File: src/rtl/lmu_pkg.sv
package lmu_pkg;

    // Move kind, encoded as {source is system, destination is system}
    typedef enum logic [1:0] {
        MV_DATA_DATA = 2'b00,
        MV_DATA_SYS  = 2'b01,
        MV_SYS_DATA  = 2'b10,
        MV_SYS_SYS   = 2'b11
    } mv_kind_e;

    // Write strobes for the four register spaces
    typedef struct packed {
        logic sys_y;
        logic sys_x;
        logic lane_y;
        logic lane_x;
    } strobe_t;

    localparam int LANES  = 2;
    localparam int LANE_X = 0;
    localparam int LANE_Y = 1;

endpackage

File: src/rtl/lmu_cond_eval.sv
module lmu_cond_eval #(
    parameter int NFLAG = 4,
    parameter int SELW  = $clog2(NFLAG + 2)
) (
    input  logic [SELW:0]      cond,
    input  logic [NFLAG-1:0]   flags,
    output logic               pass
);

    logic [SELW-1:0] sel;
    logic            base;

    assign sel = cond[SELW-1:0];

    always_comb begin
        base = (sel == '0);
        for (int k = 0; k < NFLAG; k++) begin
            if (sel == SELW'(k + 1)) begin
                base = flags[k];
            end
        end
        pass = base ^ cond[SELW];
    end

endmodule

File: src/rtl/lmu_route.sv
module lmu_route
    import lmu_pkg::*;
#(
    parameter int              W         = 32,
    parameter int              NREG      = 16,
    parameter logic [NREG-1:0] COMP_MASK = 16'h000F,
    localparam int             IW        = $clog2(NREG)
) (
    input  logic          valid,
    input  logic          paired,
    input  logic          src_sys,
    input  logic          src_lane,
    input  logic [IW-1:0] src_idx,
    input  logic          dst_sys,
    input  logic          dst_lane,
    input  logic [IW-1:0] dst_idx,
    input  logic          pass_x,
    input  logic          pass_y,
    input  logic [W-1:0]  rd_x,
    input  logic [W-1:0]  rd_y,
    input  logic [W-1:0]  rd_sx,
    input  logic [W-1:0]  rd_sy,
    output strobe_t       wr_en,
    output logic [W-1:0]  dat_x,
    output logic [W-1:0]  dat_y,
    output logic [W-1:0]  dat_sx,
    output logic [W-1:0]  dat_sy
);

    typedef struct {
        strobe_t      en;
        logic [W-1:0] dx;
        logic [W-1:0] dy;
        logic [W-1:0] dsx;
        logic [W-1:0] dsy;
    } plan_t;

    plan_t     plan_d;
    mv_kind_e  kind;
    logic      src_twin;
    logic      dst_twin;
    logic [W-1:0] single_val;

    assign kind     = mv_kind_e'({src_sys, dst_sys});
    assign src_twin = COMP_MASK[src_idx];
    assign dst_twin = COMP_MASK[dst_idx];

    always_comb begin
        if (src_sys) begin
            single_val = rd_sx;
        end else if (src_lane) begin
            single_val = rd_y;
        end else begin
            single_val = rd_x;
        end
    end

    always_comb begin
        plan_d.en  = '0;
        plan_d.dx  = '0;
        plan_d.dy  = '0;
        plan_d.dsx = '0;
        plan_d.dsy = '0;
        if (valid) begin
            if (!paired) begin
                if (pass_x) begin
                    if (dst_sys) begin
                        plan_d.en.sys_x = 1'b1;
                        plan_d.dsx      = single_val;
                    end else if (dst_lane) begin
                        plan_d.en.lane_y = 1'b1;
                        plan_d.dy        = single_val;
                    end else begin
                        plan_d.en.lane_x = 1'b1;
                        plan_d.dx        = single_val;
                    end
                end
            end else begin
                unique case (kind)
                    MV_DATA_DATA: begin
                        plan_d.en.lane_x = pass_x;
                        plan_d.en.lane_y = pass_y;
                        plan_d.dx        = rd_x;
                        plan_d.dy        = rd_y;
                    end
                    MV_SYS_DATA: begin
                        plan_d.en.lane_x = pass_x;
                        plan_d.en.lane_y = pass_y;
                        plan_d.dx        = rd_sx;
                        plan_d.dy        = rd_sx;
                    end
                    MV_DATA_SYS: begin
                        plan_d.en.sys_x = pass_x;
                        plan_d.en.sys_y = pass_y & dst_twin;
                        plan_d.dsx      = rd_x;
                        plan_d.dsy      = rd_y;
                    end
                    MV_SYS_SYS: begin
                        plan_d.en.sys_x = pass_x;
                        plan_d.en.sys_y = pass_y & dst_twin;
                        plan_d.dsx      = rd_sx;
                        plan_d.dsy      = src_twin ? rd_sy : rd_sx;
                    end
                    default: begin
                        plan_d.en = '0;
                    end
                endcase
            end
        end
    end

    assign wr_en  = plan_d.en;
    assign dat_x  = plan_d.dx;
    assign dat_y  = plan_d.dy;
    assign dat_sx = plan_d.dsx;
    assign dat_sy = plan_d.dsy;

endmodule

File: src/rtl/lmu_regbank.sv
module lmu_regbank
    import lmu_pkg::*;
#(
    parameter int              W         = 32,
    parameter int              NREG      = 16,
    parameter logic [NREG-1:0] COMP_MASK = 16'h000F,
    localparam int             IW        = $clog2(NREG)
) (
    input  logic          clk,
    input  logic          rst_n,
    input  strobe_t       wr_en,
    input  logic [IW-1:0] wr_idx,
    input  logic [W-1:0]  dat_x,
    input  logic [W-1:0]  dat_y,
    input  logic [W-1:0]  dat_sx,
    input  logic [W-1:0]  dat_sy,
    input  logic [IW-1:0] rd_idx,
    output logic [W-1:0]  rd_x,
    output logic [W-1:0]  rd_y,
    output logic [W-1:0]  rd_sx,
    output logic [W-1:0]  rd_sy,
    input  logic          peek_sys,
    input  logic          peek_lane,
    input  logic [IW-1:0] peek_idx,
    output logic [W-1:0]  peek_data
);

    localparam logic [3:0] TAG_X  = 4'h1;
    localparam logic [3:0] TAG_Y  = 4'h2;
    localparam logic [3:0] TAG_SX = 4'h3;
    localparam logic [3:0] TAG_SY = 4'h4;

    typedef logic [W-1:0] word_t;

    typedef struct {
        word_t rx [NREG];
        word_t ry [NREG];
        word_t sx [NREG];
        word_t sy [NREG];
    } bank_t;

    bank_t st_d;
    bank_t st_q;
    word_t sy_vis [NREG];

    function automatic word_t seed(input logic [3:0] tag, input int idx);
        return (word_t'(tag) << (W - 4)) | word_t'(idx);
    endfunction

    // Next-state
    always_comb begin
        st_d = st_q;
        if (wr_en.lane_x) begin
            st_d.rx[wr_idx] = dat_x;
        end
        if (wr_en.lane_y) begin
            st_d.ry[wr_idx] = dat_y;
        end
        if (wr_en.sys_x) begin
            st_d.sx[wr_idx] = dat_sx;
        end
        if (wr_en.sys_y && COMP_MASK[wr_idx]) begin
            st_d.sy[wr_idx] = dat_sy;
        end
    end

    // State register
    always_ff @(posedge clk) begin
        if (!rst_n) begin
            for (int i = 0; i < NREG; i++) begin
                st_q.rx[i] <= seed(TAG_X, i);
                st_q.ry[i] <= seed(TAG_Y, i);
                st_q.sx[i] <= seed(TAG_SX, i);
                st_q.sy[i] <= seed(TAG_SY, i);
            end
        end else begin
            st_q <= st_d;
        end
    end

    // Twin view: only twinned system registers are visible on lane Y
    for (genvar g = 0; g < NREG; g++) begin : g_twin
        if (COMP_MASK[g]) begin : g_has
            assign sy_vis[g] = st_q.sy[g];
        end else begin : g_none
            assign sy_vis[g] = '0;
        end
    end

    assign rd_x  = st_q.rx[rd_idx];
    assign rd_y  = st_q.ry[rd_idx];
    assign rd_sx = st_q.sx[rd_idx];
    assign rd_sy = sy_vis[rd_idx];

    always_comb begin
        unique case ({peek_sys, peek_lane})
            2'b00:   peek_data = st_q.rx[peek_idx];
            2'b01:   peek_data = st_q.ry[peek_idx];
            2'b10:   peek_data = st_q.sx[peek_idx];
            default: peek_data = sy_vis[peek_idx];
        endcase
    end

    AST_LANE_X_LANDS: assert property (@(posedge clk) disable iff (!rst_n)
        wr_en.lane_x |=> st_q.rx[$past(wr_idx)] == $past(dat_x));

    AST_LANE_Y_LANDS: assert property (@(posedge clk) disable iff (!rst_n)
        wr_en.lane_y |=> st_q.ry[$past(wr_idx)] == $past(dat_y));

    AST_SYS_LANDS: assert property (@(posedge clk) disable iff (!rst_n)
        wr_en.sys_x |=> st_q.sx[$past(wr_idx)] == $past(dat_sx));

endmodule

File: src/rtl/lane_move_unit.sv
module lane_move_unit
    import lmu_pkg::*;
#(
    parameter int              W         = 32,
    parameter int              NREG      = 16,
    parameter int              NFLAG     = 4,
    parameter logic [NREG-1:0] COMP_MASK = 16'h000F,
    localparam int             IW        = $clog2(NREG),
    localparam int             SELW      = $clog2(NFLAG + 2)
) (
    input  logic             clk,
    input  logic             rst_n,
    input  logic             req_valid,
    input  logic             req_paired,
    input  logic             req_src_sys,
    input  logic             req_src_lane,
    input  logic [IW-1:0]    req_src_idx,
    input  logic             req_dst_sys,
    input  logic             req_dst_lane,
    input  logic [IW-1:0]    req_dst_idx,
    input  logic [SELW:0]    req_cond,
    input  logic [NFLAG-1:0] flags_x,
    input  logic [NFLAG-1:0] flags_y,
    input  logic             peek_sys,
    input  logic             peek_lane,
    input  logic [IW-1:0]    peek_idx,
    output logic [W-1:0]     peek_data,
    output logic             we_lane_x,
    output logic             we_lane_y,
    output logic             we_sys_x,
    output logic             we_sys_y
);

    logic [NFLAG-1:0] lane_flags [LANES];
    logic [LANES-1:0] lane_pass;
    strobe_t          wr_en;
    logic [W-1:0]     rd_x, rd_y, rd_sx, rd_sy;
    logic [W-1:0]     dat_x, dat_y, dat_sx, dat_sy;

    assign lane_flags[LANE_X] = flags_x;
    assign lane_flags[LANE_Y] = flags_y;

    for (genvar ln = 0; ln < LANES; ln++) begin : g_lane
        lmu_cond_eval #(
            .NFLAG (NFLAG),
            .SELW  (SELW)
        ) u_cond (
            .cond  (req_cond),
            .flags (lane_flags[ln]),
            .pass  (lane_pass[ln])
        );
    end

    lmu_route #(
        .W         (W),
        .NREG      (NREG),
        .COMP_MASK (COMP_MASK)
    ) u_route (
        .valid    (req_valid),
        .paired   (req_paired),
        .src_sys  (req_src_sys),
        .src_lane (req_src_lane),
        .src_idx  (req_src_idx),
        .dst_sys  (req_dst_sys),
        .dst_lane (req_dst_lane),
        .dst_idx  (req_dst_idx),
        .pass_x   (lane_pass[LANE_X]),
        .pass_y   (lane_pass[LANE_Y]),
        .rd_x     (rd_x),
        .rd_y     (rd_y),
        .rd_sx    (rd_sx),
        .rd_sy    (rd_sy),
        .wr_en    (wr_en),
        .dat_x    (dat_x),
        .dat_y    (dat_y),
        .dat_sx   (dat_sx),
        .dat_sy   (dat_sy)
    );

    lmu_regbank #(
        .W         (W),
        .NREG      (NREG),
        .COMP_MASK (COMP_MASK)
    ) u_bank (
        .clk       (clk),
        .rst_n     (rst_n),
        .wr_en     (wr_en),
        .wr_idx    (req_dst_idx),
        .dat_x     (dat_x),
        .dat_y     (dat_y),
        .dat_sx    (dat_sx),
        .dat_sy    (dat_sy),
        .rd_idx    (req_src_idx),
        .rd_x      (rd_x),
        .rd_y      (rd_y),
        .rd_sx     (rd_sx),
        .rd_sy     (rd_sy),
        .peek_sys  (peek_sys),
        .peek_lane (peek_lane),
        .peek_idx  (peek_idx),
        .peek_data (peek_data)
    );

    assign we_lane_x = wr_en.lane_x;
    assign we_lane_y = wr_en.lane_y;
    assign we_sys_x  = wr_en.sys_x;
    assign we_sys_y  = wr_en.sys_y;

    AST_IDLE_QUIET: assert property (@(posedge clk) disable iff (!rst_n)
        !req_valid |-> (wr_en == '0));

    AST_SINGLE_ONE_WRITE: assert property (@(posedge clk) disable iff (!rst_n)
        (req_valid && !req_paired) |-> $onehot0(wr_en));

    AST_SINGLE_X_GATES: assert property (@(posedge clk) disable iff (!rst_n)
        (req_valid && !req_paired && !lane_pass[LANE_X]) |-> (wr_en == '0));

    AST_Y_GATED: assert property (@(posedge clk) disable iff (!rst_n)
        (req_valid && req_paired && !lane_pass[LANE_Y]) |-> !(we_lane_y || we_sys_y));

    AST_NO_TWIN_WRITE: assert property (@(posedge clk) disable iff (!rst_n)
        we_sys_y |-> COMP_MASK[req_dst_idx]);

    AST_BROADCAST_SAME: assert property (@(posedge clk) disable iff (!rst_n)
        (req_paired && req_src_sys && !req_dst_sys && we_lane_x && we_lane_y)
            |-> (dat_x == dat_y));

endmodule

File: config.mk
export PLATFORM = sky130hd
export DESIGN_NAME = lane_move_unit
export DESIGN_NICKNAME = d
export VERILOG_FILES = /design/src/rtl/lmu_pkg.sv /design/src/rtl/lmu_cond_eval.sv /design/src/rtl/lmu_route.sv /design/src/rtl/lmu_regbank.sv /design/src/rtl/lane_move_unit.sv
export SDC_FILE = /design/constraint.sdc
export NUM_CORES = 2
export LEC_CHECK = 0
export BUFFER_PORTS_ARGS = -buffer_cell sky130_fd_sc_hd__buf_2
export CAP_MARGIN = 20
export CORE_MARGIN = 1
export CORE_UTILIZATION = 30
export DETAILED_ROUTE_END_ITERATION = 8
export MAX_ROUTING_LAYER = met4
export RECOVER_POWER = 25
export SYNTH_ARGS = -nofsm -noshare
export SYNTH_HDL_FRONTEND = slang
export SYNTH_SLANG_ARGS = --single-unit
File: constraint.sdc
create_clock -name clk -period 14.59 [get_ports clk]
set_clock_uncertainty 0.05 [all_clocks]
set_input_delay 4.377 -clock clk [delete_from_list [all_inputs] [get_ports clk]]
set_output_delay 4.377 -clock clk [all_outputs]
set_load 0.02 [all_outputs]
# ---- Word level (Yosys, flattened, before mapping)
# Memory sizes are Yosys's and may differ from the RTL's.
# Index checks and enable logic that the tools add are counted.
# Widths: inputs -> output; s select.
dict set report op_classes {
  reduce_logical 6
  n_eq_ne 9
  order_cmp 6
  bitwise_logic 6
  n_mux 58
}
# op n
set op_table {}
lappend op_table {{$bwmux 512} 4}
lappend op_table {{$bmux 32 s4} 8}
lappend op_table {{$mux 32} 23}
lappend op_table {{$mux 99} 2}
lappend op_table {{$mux 132} 1}
lappend op_table {{$pmux 66 s2} 1}
lappend op_table {{$demux 32 s4} 1}
lappend op_table {{$pmux 64 s2} 1}
lappend op_table {{$pmux 32 s3} 1}
lappend op_table {{$mux 66} 1}
lappend op_table {{$mux 33} 1}
lappend op_table {{$ge 5x5->1 const B} 3}
lappend op_table {{$not 4->5} 3}
lappend op_table {{$mux 1} 13}
lappend op_table {{$lt 4x5->1 const B} 2}
lappend op_table {{$eq 2x2->1 const B} 3}
lappend op_table {{$eq 3x2->1 const B} 2}
lappend op_table {{$lt 5x1->1 const B} 1}
lappend op_table {{$eq 2x1->1 const B} 2}
lappend op_table {{$logic_not 2->1} 2}
lappend op_table {{$eq 3x1->1 const B} 1}
lappend op_table {{$eq 3x3->1 const B} 1}
lappend op_table {{$logic_not 3->1} 1}
lappend op_table {{$logic_and 1x1->1} 2}
lappend op_table {{other kinds (4)} 5}
dict set report word_totals {
  romBits 32
  reg_bits 2048
  mem_count 2
  output_inout_bits 36
  inputBits 34
}
# memory depth word_bits read_ports rd_ports_with_merged_regs write_ports line
set memory_table {}
lappend memory_table {{(name not given)} 16 1 1 0 0 lmu_regbank.sv:62} ;# if (wr_en.sys_y && COMP_MASK[wr_idx]) begin
lappend memory_table {{(name not given)} 16 1 1 0 0 lmu_route.sv:45} ;# assign src_twin = COMP_MASK[src_idx];

# ---- Depth between registers and ports, before layout
dict set report depth {
  word_depth 12
  depth_mapped 15
}

# ---- Hierarchy
# From an unflattened synthesis, not the netlist that was laid out.
dict set report hier_totals {
  cells_unflattened 9578
  hier_area_um2 89819.9
}
# mod instances seq_area_each_um2 area_per_inst_um2 cells_each
set by_module_without_submodules {}
lappend by_module_without_submodules {lmu_regbank 1 33311.9 86525.5 9106}
lappend by_module_without_submodules {lmu_route 1 0.0 3164.3 458}
lappend by_module_without_submodules {lmu_cond_eval 2 0.0 65.1 7}

# ---- Worst setup path before layout
# OpenSTA, ideal clock, no wires.
dict set report synth_path {
  kind {input port to output port}
  from {in peek_idx[0]}
  to {out peek_data[17]}
  n_path_buf 3
  arrival_ns 6.926
  path_stages 7
  slack_ns 3.237
  t_required_ns 10.163
  path_cell_list {clkbuf_1 > clkbuf_1 > buf_1 > mux4_2 > mux4_2 > a32oi_1 > o21ai_0}
}
dict set report synth_via {
  elab_chain_len 5
}
# item line
set synth_lines {}
lappend synth_lines {{start, declared} lane_move_unit.sv:26} ;# input logic [IW-1:0] peek_idx,
lappend synth_lines {{$not 4->5 (not written as such) *} -}
lappend synth_lines {{$bmux 32 s4 (on tied branches)} -}
lappend synth_lines {{$mux 32 (on tied branches) (2 in series)} -}
lappend synth_lines {{$pmux 32 s3 *} lmu_regbank.sv:96} ;# unique case ({peek_sys, peek_lane})
lappend synth_lines {{end, declared} lane_move_unit.sv:27} ;# output logic [W-1:0] peek_data,
# Mark *: on every way between the ends. The rest lies on a longest branch, timed or not. The select of a mux whose other input is x is not followed.

# ---- Worst setup path after layout
dict set report layout_path {
  from {in req_src_idx[0]}
  to {reg u_bank.st_q[1308] (netlist bit)}
}
dict set report layout_via {
  elab_chain_len 12
}
# item line
set layout_lines {}
lappend layout_lines {{start, declared} lane_move_unit.sv:17} ;# input logic [IW-1:0] req_src_idx,
lappend layout_lines {{$not 4->5 (not written as such) *} {lmu_regbank.sv:90, lmu_regbank.sv:91, lmu_regbank.sv:92}}
lappend layout_lines {{$bmux 32 s4 (on tied branches)} {lmu_regbank.sv:90, lmu_regbank.sv:91}}
lappend layout_lines {{$mux 32 (on tied branches) (2 in series)} {lmu_regbank.sv:90, lmu_regbank.sv:91}}
lappend layout_lines {{$mux 32} lmu_route.sv:51} ;# end else if (src_lane) begin
lappend layout_lines {{$mux 32} lmu_route.sv:49} ;# if (src_sys) begin
lappend layout_lines {{$mux 32} lmu_route.sv:70} ;# end else if (dst_lane) begin
lappend layout_lines {{$mux 66} lmu_route.sv:67} ;# if (dst_sys) begin
lappend layout_lines {{$mux 99} lmu_route.sv:66} ;# if (pass_x) begin
lappend layout_lines {{$mux 99 *} lmu_route.sv:65} ;# if (!paired) begin
lappend layout_lines {{$mux 132 *} lmu_route.sv:64} ;# if (valid) begin
lappend layout_lines {{$bwmux 512 *} lmu_regbank.sv:57} ;# st_d.ry[wr_idx] = dat_y;
lappend layout_lines {{end signal, assigned} lmu_regbank.sv:77} ;# st_q <= st_d;
lappend layout_lines {{end, declared} lmu_regbank.sv:43} ;# bank_t st_q;
# Marks and branches as above.
# A chain may end at the register's enable or synchronous reset.

==> reports/metrics.csv <==
metric;value;unit
largest delay contributor family on the critical path;buffers and inverters;
CP max-delay cell;clkbuf_1;
Distinct cells, synth;98;
clock root cell;clkbuf_16;
CP max stage delay;3.33;ns
kind of critical path;primary input to register;
Final Critical Period;13.21;ns
Critical Path AT;13.84;ns
max-cap viol count;10;
Boundary Pins;70;
core area;288000;um2
initial antenna violation count;18;
worst-path fanout max;64;
status;finished with violations;
DP Area;90300;um2
PortBufs;69;
number of H-tree levels;4;
# resized after CTS;0;
register bit count reported by yosys;1664;
drt drc;0;
most frequent cells after synthesis;1664 x dfxtp_1, 1170 x nand2_1, 874 x mux4_2, 570 x o21ai_0, 518 x a21oi_1;
postcts setup bufs;0;
clk sinks;1664;
clk_lat worst skew;0.87;ns
Syn Area/Cell;10.6;um2
grt met1 use;0.330;
vias in the first global route;75055;
first-pass GRT wire length;558;mm
largest cells by area after synthesis;dfxtp_1 38%, mux4_2 23%, nand2_1 5.1%;
Synth async-reset ratio;0;
failing checks;capacitance limit, slew limit;
pwr/cell area;108;nW/um2
number of synthesized flops with an enable pin;0;
die height;540;um
sequential cell area fraction in the yosys report;0.384;
Hold Vio Cnt, Final;0;
Longest Clk Path Bufs;3;
DRT Pass-1 Iters;7;
Fmax;0.0757;GHz
final setup vio count;0;
CP Cell Sequence;clkbuf_1 > clkbuf_2 > mux4_2 > mux2i_1 > a22oi_1 > a21oi_1 > a2bb2oi_1 > o2bb2ai_1;
Slew Viols, Final;249;
post-route cell area;96400;um2
Worst Setup End Kind;register;
Most flops, register;u_bank.st_q;
number of nets in the layout;7907;
Final Instance Count excl. Fillers;11817;
wire per inst;33.7;um
Yosys warning total;0;
Tot GR Track Use;0.270;
grt met2 use;0.378;
DRT antenna net count;0;
setup TNS;0;ns
Register Area;33300;um2
Final GP Congestion;1.02;
max FFs per register;1664;
leading registers by flop count;u_bank.st_q: 1664 flops;
leakage;31.5;nW
busiest grt layer;met2;
die area;292000;um2
peak supply drop;0.103;mV
Row Count;197;
post-detail-place hpwl;260;mm
CTS tree;yes;
DIE WIDTH;540;um
RSZ-0062 raised after global routing;false;
gr ovfl total;0;
largest area contributor in the netlist;dfxtp_1;
clock transition at the registers of the reported paths;0.06;ns
clock buffer count from CTS;176;
post-synth top area share;0.384;
# fillers;28661;
dpl cells;11460;
Worst setup SP type;primary input;
synthesized netlist cell count;8219;
Starting DRT DRC Count;12782;
post-cts hold buffer count;0;
required time worst endpoint;15.23;ns
layout cell share with drive strength beyond 1;0.219;
ys flop type;dfxtp_1;
Syn Std Cell Area;86800;um2
Period Utilization, post-route;0.905;
initial core utilization;0.302;
drt total wl;398;mm
relative slew slack;-2.28;
vias per cell;6.70;
Hold Path Class;register to register;
CP Buf/Inv Count;2;
Slew @ Worst Pin;4.93;ns
pin count of the biggest net entering global routing;153;
syn nets;8253;
count leader, synth;dfxtp_1;
via count;79192;
met3 GRT Util;0.0812;
area grow syn2layout;11.0;%
multi-input logic area;49400;um2
## tightest hold or removal path, cell delays in order, from the launching register on
cell and delay (ns):
dfxtp_1 0.32, nand2_1 0.05, a21oi_1 0.05
## worst paths after layout
check	cells after the start	from	to	slack, ns
worst min register to register	2	u_bank.st_q[425]$_SDFFE_PN0P_	u_bank.st_q[425]$_SDFFE_PN0P_	0.42
worst max register to register	6	u_bank.st_q[1926]$_SDFFE_PN0P_	u_bank.st_q[966]$_SDFFE_PN0P_	10.40
worst max-delay path	8	req_src_idx[0]	u_bank.st_q[1308]$_SDFFE_PN0P_	1.38
worst min-delay path	2	u_bank.st_q[425]$_SDFFE_PN0P_	u_bank.st_q[425]$_SDFFE_PN0P_	0.42
## per-layer routing
metal | wire [um] | vias up | share of wire
met3 | 55700 | 1651 | 0.14
met4 | 34200 | 0 | 0.086
li1 | - | 31357 | -
met2 | 167000 | 6870 | 0.42
met5 | 0 | - | 0
met1 | 141000 | 39314 | 0.36
## stage by stage
step,hold slack [ns],worst slack (ns),total power (W),utilization
6_report,0.418,1.38,0.0104,0.335
4_1_cts,0.416,2.06,0.0103,0.335
3_5_place_dp,0.406,2.07,0.00560,0.314
5_1_grt,0.437,1.04,0.0106,0.335
2_1_floorplan,0.381,3.24,0.00527,-
3_3_place_gp,0.399,2.11,0.00559,0.313
## layout make-up
cell class,instances,area share
antenna,16,0.000415
clock buffer,260,0.0538
clock inverter,65,0.00965
inverter,24,0.00109
multi-input combinational,5660,0.512
sequential,1664,0.345
tap,3781,0.0491
timing repair buffer,347,0.0285
## cell usage in the layout, fill, tap and decap left out, types with 82 or more instances in the layout
cell and instances:
dfxtp_1 1664, nand2_1 1158, mux4_2 874, o21ai_0 587, a21oi_1 489, o2bb2ai_1 313
nor2_1 263, buf_4 245, mux2i_1 218, a32o_1 182, clkbuf_16 178, o221ai_1 157
o22ai_1 154, nand3_1 142, nor3_1 130, o31ai_1 82
## where the power goes
part | total, W | switching, W | internal [W] | leakage [nW]
combinational | 0.000987 | 0.000746 | 0.000241 | 15.1
sequential | 0.00456 | 0.00000624 | 0.00455 | 13.4
clock | 0.00483 | 0.00208 | 0.00275 | 2.99
total | 0.0104 | 0.00283 | 0.00754 | 31.5
## kinds of logic (layout without fill, tap and decap cells)
logic type             Yosys count  after routing  share of synthesized area
flip-flops                    1664           1664                      0.384
other                            0             16                          0
XOR/XNOR                         2              2                   0.000202
AO/OA/AOI/OAI                 2612           2612                      0.210
buffers and inverters          895            696                     0.0524
AND/OR/NAND/NOR               1867           1867                     0.0895
multiplexers                  1179           1179                      0.264
Power figures use the tool's default switching activity.
